File: src/rtl/sysclk_divgate_pkg.sv
`timescale 1ns/1ps
package sysclk_divgate_pkg;

  typedef enum logic [1:0] {
    MODE_RUN  = 2'd0,
    MODE_HIZ  = 2'd1,
    MODE_TEST = 2'd2
  } mode_e;

  // output group index; order matches oe_o bits
  localparam int GRP_HOST = 0;
  localparam int GRP_MREF = 1;
  localparam int GRP_V66  = 2;
  localparam int GRP_PCI  = 3;
  localparam int GRP_REF  = 4;
  localparam int GRP_USB  = 5;
  localparam int N_GRP    = 6;

  // index into the divider's raw vector
  localparam int RAW_HOST = 0;
  localparam int RAW_MREF = 1;
  localparam int RAW_V66  = 2;
  localparam int RAW_PCI  = 3;
  localparam int N_RAW    = 4;

  function automatic mode_e decode_mode(logic fast, logic [1:0] strap);
    if (strap == 2'b11) return fast ? MODE_TEST : MODE_HIZ;
    return MODE_RUN;
  endfunction

endpackage

File: src/rtl/sysclk_divgate_sync.sv
`timescale 1ns/1ps
module sysclk_divgate_sync #(
  parameter int W      = 1,
  parameter int STAGES = 2
) (
  input  logic         clk_i,
  input  logic         rst_ni,
  input  logic [W-1:0] d_i,
  output logic [W-1:0] q_o
);
  logic [STAGES-1:0][W-1:0] stg_q;

  always_ff @(posedge clk_i or negedge rst_ni) begin
    if (!rst_ni) stg_q <= '0;
    else         stg_q <= {stg_q[STAGES-2:0], d_i};
  end

  assign q_o = stg_q[STAGES-1];
endmodule

File: src/rtl/sysclk_divgate_ratio.sv
`timescale 1ns/1ps
module sysclk_divgate_ratio
  import sysclk_divgate_pkg::*;
#(
  parameter int DIV_FAST = 4,
  parameter int DIV_SLOW = 3
) (
  input  logic             clk_i,
  input  logic             rst_ni,
  input  logic             clr_i,
  input  logic             fast_i,
  input  logic             test_i,
  input  logic             tick_i,
  output logic [N_RAW-1:0] raw_o
);
  localparam int MAXD = (DIV_FAST > DIV_SLOW) ? DIV_FAST : DIV_SLOW;
  localparam int CW   = $clog2(2 * MAXD);
  localparam logic [CW-1:0] DF     = CW'(DIV_FAST);
  localparam logic [CW-1:0] DS     = CW'(DIV_SLOW);
  localparam logic [CW-1:0] LAST_F = CW'(2 * DIV_FAST - 1);
  localparam logic [CW-1:0] LAST_S = CW'(2 * DIV_SLOW - 1);

  logic [CW-1:0] per_q;   // spans one PCI period (two 66 periods)
  logic [1:0]    host_q;  // host / memory reference phase
  logic [2:0]    tst_q;   // test-clock edge count

  logic [CW-1:0] div, last, sub;
  logic          v66_n, pci_n;

  assign div  = fast_i ? DF : DS;
  assign last = fast_i ? LAST_F : LAST_S;

  always_ff @(posedge clk_i or negedge rst_ni) begin
    if (!rst_ni) begin
      per_q  <= '0;
      host_q <= '0;
      tst_q  <= '0;
    end else if (clr_i) begin
      per_q  <= '0;
      host_q <= '0;
      tst_q  <= '0;
    end else begin
      per_q  <= (per_q == last) ? '0 : per_q + 1'b1;
      host_q <= host_q + 2'd1;
      if (tick_i) tst_q <= tst_q + 3'd1;
    end
  end

  assign sub   = (per_q >= div) ? per_q - div : per_q;
  assign v66_n = sub < (div >> 1);
  // PCI high window starts one master cycle after the 66 rising phase
  assign pci_n = (per_q != '0) && (per_q <= div);

  always_comb begin
    if (test_i) begin
      raw_o[RAW_HOST] = tst_q[0];
      raw_o[RAW_MREF] = tst_q[1];
      raw_o[RAW_V66]  = tst_q[1];
      raw_o[RAW_PCI]  = tst_q[2];
    end else begin
      raw_o[RAW_HOST] = ~host_q[0];
      raw_o[RAW_MREF] = ~host_q[1];
      raw_o[RAW_V66]  = v66_n;
      raw_o[RAW_PCI]  = pci_n;
    end
  end
endmodule

File: src/rtl/sysclk_divgate_gate.sv
`timescale 1ns/1ps
module sysclk_divgate_gate #(
  parameter int N = 6
) (
  input  logic         clk_i,
  input  logic         rst_ni,
  input  logic         run_i,
  input  logic [N-1:0] raw_i,
  output logic [N-1:0] out_o
);
  for (genvar g = 0; g < N; g++) begin : g_cell
    logic en_q, out_q;
    always_ff @(posedge clk_i or negedge rst_ni) begin
      if (!rst_ni) begin
        en_q  <= 1'b0;
        out_q <= 1'b0;
      end else begin
        // enable may change only in the low phase: pulses stay whole
        if (!raw_i[g]) en_q <= run_i;
        out_q <= raw_i[g] & en_q;
      end
    end
    assign out_o[g] = out_q;
  end
endmodule

File: src/rtl/sysclk_divgate.sv
`timescale 1ns/1ps
module sysclk_divgate
  import sysclk_divgate_pkg::*;
#(
  parameter int DIV_FAST    = 4,
  parameter int DIV_SLOW    = 3,
  parameter int N_HOST      = 4,
  parameter int N_V66       = 4,
  parameter int N_PCI       = 10,
  parameter int N_REF       = 2,
  parameter int N_USB       = 2,
  parameter int SYNC_STAGES = 2
) (
  input  logic              clk_i,
  input  logic              rst_ni,
  input  logic              fsel_i,
  input  logic [1:0]        strap_i,
  input  logic              pd_ni,
  input  logic              ref_i,
  input  logic              aux_i,
  output logic [N_HOST-1:0] host_o,
  output logic [N_HOST-1:0] host_b_o,
  output logic              mref_o,
  output logic              mref_b_o,
  output logic [N_V66-1:0]  v66_o,
  output logic [N_PCI-1:0]  pci_o,
  output logic [N_REF-1:0]  ref_o,
  output logic [N_USB-1:0]  usb_o,
  output logic [N_GRP-1:0]  oe_o
);
  logic [1:0] strap_q;
  logic       fsel_q;
  mode_e      mode_q;
  logic       clr;

  // strap capture runs only inside the reset window
  always_ff @(posedge clk_i) begin
    if (!rst_ni) strap_q <= strap_i;
  end

  assign clr = fsel_i ^ fsel_q;

  always_ff @(posedge clk_i or negedge rst_ni) begin
    if (!rst_ni) begin
      fsel_q <= 1'b1;
      mode_q <= MODE_RUN;
    end else begin
      fsel_q <= fsel_i;
      mode_q <= decode_mode(fsel_q, strap_q);
    end
  end

  logic [2:0] async_in, async_s;
  logic       run, ref_s, aux_s, ref_d, tick;

  assign async_in = {pd_ni, aux_i, ref_i};

  sysclk_divgate_sync #(.W(3), .STAGES(SYNC_STAGES)) u_sync (
    .clk_i (clk_i),
    .rst_ni(rst_ni),
    .d_i   (async_in),
    .q_o   (async_s)
  );

  assign {run, aux_s, ref_s} = async_s;

  always_ff @(posedge clk_i or negedge rst_ni) begin
    if (!rst_ni) ref_d <= 1'b0;
    else         ref_d <= ref_s;
  end

  assign tick = ref_s & ~ref_d;

  logic [N_RAW-1:0] div_raw;

  sysclk_divgate_ratio #(.DIV_FAST(DIV_FAST), .DIV_SLOW(DIV_SLOW)) u_ratio (
    .clk_i (clk_i),
    .rst_ni(rst_ni),
    .clr_i (clr),
    .fast_i(fsel_q),
    .test_i(mode_q == MODE_TEST),
    .tick_i(tick),
    .raw_o (div_raw)
  );

  logic [N_GRP-1:0] grp_raw, grp_out;

  always_comb begin
    grp_raw           = '0;
    grp_raw[GRP_HOST] = div_raw[RAW_HOST];
    grp_raw[GRP_MREF] = div_raw[RAW_MREF];
    grp_raw[GRP_V66]  = div_raw[RAW_V66];
    grp_raw[GRP_PCI]  = div_raw[RAW_PCI];
    grp_raw[GRP_REF]  = ref_s;
    grp_raw[GRP_USB]  = aux_s;
  end

  sysclk_divgate_gate #(.N(N_GRP)) u_gate (
    .clk_i (clk_i),
    .rst_ni(rst_ni),
    .run_i (run),
    .raw_i (grp_raw),
    .out_o (grp_out)
  );

  assign host_o   = {N_HOST{grp_out[GRP_HOST]}};
  assign host_b_o = ~host_o;
  assign mref_o   = grp_out[GRP_MREF];
  assign mref_b_o = ~mref_o;
  assign v66_o    = {N_V66{grp_out[GRP_V66]}};
  assign pci_o    = {N_PCI{grp_out[GRP_PCI]}};
  assign ref_o    = {N_REF{grp_out[GRP_REF]}};
  assign usb_o    = {N_USB{grp_out[GRP_USB]}};
  assign oe_o     = {N_GRP{mode_q != MODE_HIZ}};
endmodule

File: config.mk
export PLATFORM = sky130hd
export DESIGN_NAME = sysclk_divgate
export DESIGN_NICKNAME = d
export VERILOG_FILES = /design/src/rtl/sysclk_divgate_pkg.sv /design/src/rtl/sysclk_divgate_sync.sv /design/src/rtl/sysclk_divgate_ratio.sv /design/src/rtl/sysclk_divgate_gate.sv /design/src/rtl/sysclk_divgate.sv
export SDC_FILE = /design/constraint.sdc
export NUM_CORES = 1
export LEC_CHECK = 0
export BUFFER_PORTS_ARGS = -buffer_cell sky130_fd_sc_hd__buf_2
export CAP_MARGIN = 10
export CORE_ASPECT_RATIO = 1.75
export CORE_MARGIN = 5
export CORE_UTILIZATION = 56
export DETAILED_ROUTE_END_ITERATION = 10
export GPL_TIMING_DRIVEN = 0
export PLACE_DENSITY = 0.84
export SYNTH_ARGS = -nofsm -noshare
export SYNTH_HDL_FRONTEND = slang
export SYNTH_HIERARCHICAL = 1
export SYNTH_SLANG_ARGS = --single-unit
export TNS_END_PERCENT = 10
File: constraint.sdc
create_clock -name clk_i -period 8 [get_ports clk_i]
set_clock_uncertainty 0.1 [all_clocks]
set_input_delay 1.6 -clock clk_i [delete_from_list [all_inputs] [get_ports clk_i]]
set_output_delay 1.6 -clock clk_i [all_outputs]
set_load 0.01 [all_outputs]
-- Yosys cells after proc, flatten, opt, wreduce, memory -nomap -nowiden
Cells that the tools add are included.
- flip-flop bits (word level): 32
- input bits: 8
- output and inout bits: 34
- logic and storage cells: 61
- $add $sub $neg: 4
- magnitude comparators: 3
- equal/unequal tests: 4
- mux-type cells: 13
- bitwise logic cells: 13
- reduce and logical (&&, ||, !) cells: 3
- operator list (kind ; count):
    3-bit 2-to-1 mux ; 6
    2-bit 2-to-1 mux ; 5
    1-bit AND ; 7
    3-bit by 1-bit adder with 3-bit output, second input constant ; 2
    2-bit == test, second input constant ; 2
    4-bit 2-to-1 mux ; 1
    1-bit NOT ; 4
    4-bit NOT ; 1
    3-bit == test ; 1
    3-bit >= comparator ; 1
    3-bit <= comparator ; 1
    3-bit by 2-bit less-than comparator with 1-bit output ; 1
    3-bit nonzero test ; 1
    3-bit subtractor ; 1
    2-bit by 1-bit adder with 2-bit output, second input constant ; 1
    2-bit by 1-bit != test with 1-bit output, second input constant ; 1
    2-bit nonzero test ; 1
    1-bit logical AND ; 1
    1-bit 2-to-1 mux ; 1
    1-bit bitwise XOR ; 1

-- Logic depth before layout (Yosys ltp)
- depth after elaboration: 6
- mapped depth: 12
- depth with buffers taken out: 12

-- Cells and area by module
Netlist, hierarchy kept.
- modules (own cells, without submodules) (module ; times used ; cells an instance ; area an instance (um^2) ; sequential area each (um^2)):
    sysclk_divgate_ratio ; 1 ; 61 ; 585.6 ; 200.2
    sysclk_divgate_gate ; 1 ; 30 ; 457.9 ; 300.3
    sysclk_divgate ; 1 ; 40 ; 404.1 ; 161.4
    sysclk_divgate_sync ; 1 ; 9 ; 172.7 ; 150.1

-- Least setup slack after synthesis
Ideal clock, no wire load.
- path kind: register to register
- start: register fsel_q
- end: register u_gate.g_cell[2].en_q
- library setup time: 0.127 ns
- arrival: 2.914 ns
- required time: 7.773 ns
- slack: 4.858 ns
- cell stages (with the launch flop): 13
- path buffers: 0
- clock period less this slack: 3.142 ns
- cell sequence: dfstp_2 inv_1 ha_1 nand2b_4 a21o_2 a21oi_1 mux2i_1 ha_1 a211oi_1 a211oi_1 a311oi_1 a32o_1 mux2_1
- word-level cells in the longest chain between the ends: 5
- elaborated cells on any way between the ends: 6
- those cells by class: 1 x add/sub; 2 x order compare; 3 x mux
- ends and longest elaborated chain (element ; RTL line ; text):
    from (decl) ; sysclk_divgate.sv:32 ; logic fsel_q;
    from (signal assigned) ; sysclk_divgate.sv:48 ; fsel_q <= fsel_i;
    3-bit 2-to-1 mux (*) ; sysclk_divgate_ratio.sv:30 ; assign div = fast_i ? DF : DS;
    3-bit subtractor / 3-bit >= comparator (equally long branches) ; sysclk_divgate_ratio.sv:49 ; assign sub = (per_q >= div) ? per_q - div : per_q;
    3-bit 2-to-1 mux ; sysclk_divgate_ratio.sv:49 ;
    3-bit by 2-bit less-than comparator with 1-bit output (*) ; sysclk_divgate_ratio.sv:50 ; assign v66_n = sub < (div >> 1);
    4-bit 2-to-1 mux (*) ; sysclk_divgate_ratio.sv:55 ; if (test_i) begin
    net div_raw[2] ; sysclk_divgate.sv:74 ; logic [N_RAW-1:0] div_raw;
    to (signal assigned) ; sysclk_divgate_gate.sv:19 ; if (!raw_i[g]) en_q <= run_i;
    to (decl) ; sysclk_divgate_gate.sv:12 ; logic en_q, out_q;
The timed path passes the listed nets; every way through them passes the cells marked *.
A chain may end at the register's enable or synchronous reset.

-- Worst setup path in the final report
Ends and elaborated chain as after synthesis.

==> impl_metrics.py <==
metrics = {
    "run_status": {
        "status": "complete, no violations",
    },
    "sta": {
        "fmax_mhz": 283,
        "hold_viol": 0,
        "rsz0062_at_grt": "false",
        "setup_viol": 0,
        "layout_setup_ws_ps": 4460,
        "drv_slew": 0,
        "post-route-min-period_ps": 3540,
        "maxSlewHeadroom_pct": 57.1,
        "tns_ps": 0,
        "worstMarginPinSlew_ps": 644,
        "finalCritPeriodShare_pct": 44.2,
    },
    "worst_hold_path": {
        "hold_path.class": "flop to flop",
        "hp-start": "u_sync/stg_q[0]",
    },
    "yosys": {
        "netlist_instances": 140,
        "ys_seq_elements": 32,
        "synthesis.nets": 156,
        "syn_area_per_cell_um2": 11.6,
        "yosys_warnings": 6,
        "synth.largest_area_cell": "dfrtp_1",
        "yosys_most_used_dff": "dfrtp_1",
        "synth_area_um2": 1620,
        "ys_async_sr_fraction_pct": 93.8,
        "synth.yosys.seq_area_share_pct": 50.1,
        "synth_top_area_share_pct": 44.8,
        "synth.area.top_cells": "dfrtp_1, buf_4, ha_1",
        "ys_types": 32,
        "synth-edff-count": 2,
    },
    "grt": {
        "grt_pass1_vias": 1104,
        "groute.usage.overall_pct": 15.3,
        "overflow": 0,
        "grt_pass1_wl_um": 4730,
        "grt_max_degree": 32,
        "antenna_found_initial": 0,
    },
    "placement": {
        "io_buffers": 41,
        "gp_congestion": 0.732,
        "placed_cells": 208,
        "dp_hpwl_um": 2180,
        "dpl_worst_slack_ps": 4500,
    },
    "power": {
        "power.internal_uw": 356,
        "combPwrFrac_pct": 38.7,
        "switching_share_pct": 30.4,
        "p_sw_uw": 155,
        "sequentialPowerShare_pct": 39.3,
        "power_density_nw_per_um2": 263,
        "fin_total_pwr_uw": 511,
        "p_leak_nw": 1.03,
        "ir_drop_uv": 172,
        "clkPwrFrac_pct": 22.0,
    },
    "critical_path": {
        "start_kind": "flop",
        "cp_top_family": "compound AO/OA/AOI/OAI gates",
        "path_class": "flop to flop",
        "critPathSlowestCell": "dfstp_2",
        "worstPathArrival_ps": 3600,
        "setup.worst_path.start": "fsel_q",
        "crit_path_end_kind": "flop",
        "max_stage_delay_ps": 580,
        "worstReg2RegStart": "fsel_q",
        "worst-path-buf-inv": 1,
        "path_max_fanout": 6,
        "required_ps": 8060,
        "path_cells": "inv_1 > ha_1 > nand2b_4 > a21o_2 > a21oi_1 > mux2i_1 > ha_1 > a211oi_1 > a211oi_1 > a311oi_1 > a32o_1 > mux2_1",
    },
    "clock_network": {
        "cts.path.max_buffers": 2,
        "cts_hold_buf": 0,
        "cts_root_buffer": "clkbuf_8",
        "cts.clk_slew.worst_paths_ps": 60,
        "ctsResizeCount": 0,
        "cts_max_level": 2,
        "post_cts_buffers": 0,
        "cts_made_buffers": 5,
        "cts.sinks": 32,
        "cts_tree": "built",
        "insertion_delay_ps": 280,
    },
    "final_layout": {
        "layout-drive-gt1-share_pct": 49.2,
        "stdcell_count": 216,
        "area_growth_pct": 19.8,
        "diodes": 0,
        "final_nets": 204,
        "final_core_util_pct": 70.5,
    },
    "floorplan": {
        "start_util_pct": 58.9,
        "die_area_um2": 4110,
        "coreArea_um2": 2750,
        "die_w_um": 50.7,
        "row_count": 25,
        "die_height_um": 81.2,
        "ios": 42,
    },
    "drt": {
        "vias": 1102,
        "antenna_left": 0,
        "drc": 0,
        "drtPass1Iterations": 4,
        "drt_iter0_drc": 11,
        "routed_wl_um": 2720,
        "wire_per_inst_um": 12.6,
        "vias_per_cell": 5.10,
    },
    "job": {
        "drv_cap": 0,
    },
}
per-stage QoR:
stage                     instance area, um2  hold WS [ps]
after floorplan                         1620           231
after global placement                  1860           232
after detailed placement                1860           236
after CTS                               1940           250
after global routing                    1940           264
final                                   1940           247
state kept, by name (all words and copies together), names as in the netlist, 2 cells and up:
signal and flops:
strap_q 2, mode_q 2, u_gate/g_cell.en_q 6, u_ratio/host_q 2, u_ratio/tst_q 3, u_sync/q_o 3
u_gate/g_cell.out_q 6, u_sync/stg_q 3, u_ratio/per_q 3
layout by cell type (no fill, tap or decap), drive strengths merged, types with 2 or more instances in the layout:
cell type	instances
edfxtp	2
clkinv	3
o21ai	4
xnor2	2
inv	8
a211oi	2
buf	75
nor2	8
a21oi	4
nand2	4
a311oi	2
mux2	7
nand2b	2
mux2i	2
and2	6
dfrtp	29
ha	7
clkbuf	6
nor2b	3
xor2	2
power by group through the flow:
| stage | sequential, mW | clock (mW) | combinational, mW |
|---|---|---|---|
| after detailed placement | 0.204 | 0 | 0.199 |
| after floorplan | 0.200 | 0 | 0.142 |
| after global placement | 0.202 | 0 | 0.190 |
| final | 0.201 | 0.112 | 0.198 |
| after CTS | 0.201 | 0.117 | 0.202 |
| after global routing | 0.203 | 0.125 | 0.218 |
synthesized netlist by cell type (3+ instances only):
cell type	count
o21ai_0	4
buf_4	34
inv_1	8
nor2b_1	3
nor2_1	8
mux2_1	6
dfrtp_1	29
and2_2	6
a21oi_1	4
nand2_1	4
ha_1	7
logic make-up (layout without fill, tap and decap cells):
logic type	count (synthesis)	in the layout	synth area share, %
flip-flops	32	32	50.1
AND/OR/NAND/NOR	26	26	9.42
multiplexers	9	9	6.10
AO/OA/AOI/OAI	18	18	7.72
adder cells (fa/ha/maj)	8	8	6.64
XOR/XNOR	4	4	2.16
buffers and inverters	43	92	17.8
per-layer routing:
metal,global-route usage [%],wire (um)
met3,5.69,248
met1,13.4,888
met4,9.72,95
met2,27.9,1490
met5,0,0
cell type report:
class	count	area, um2
inverters	8	30.0
well taps	27	33.8
clock buffers	5	68.8
fillers	202	811
multi-input cells	65	519
plain buffers	35	259
clock inverters	3	13.8
repair buffers	41	205
flip-flops and latches	32	812
final timing paths:
check | slack (ps) | to | cells past startpoint
min reg2reg | 250 | u_sync/q_o[0] | 0
min in group asynchronous | 1250 | u_gate/g_cell[1].en_q | 1
min | 250 | u_sync/q_o[0] | 0
max in group asynchronous | 6140 | u_sync/q_o[0] | 1
max | 4460 | u_gate/g_cell[2].en_q | 12
max reg2reg | 4460 | u_gate/g_cell[2].en_q | 12
Note: power is estimated with default switching activity, not from simulation.
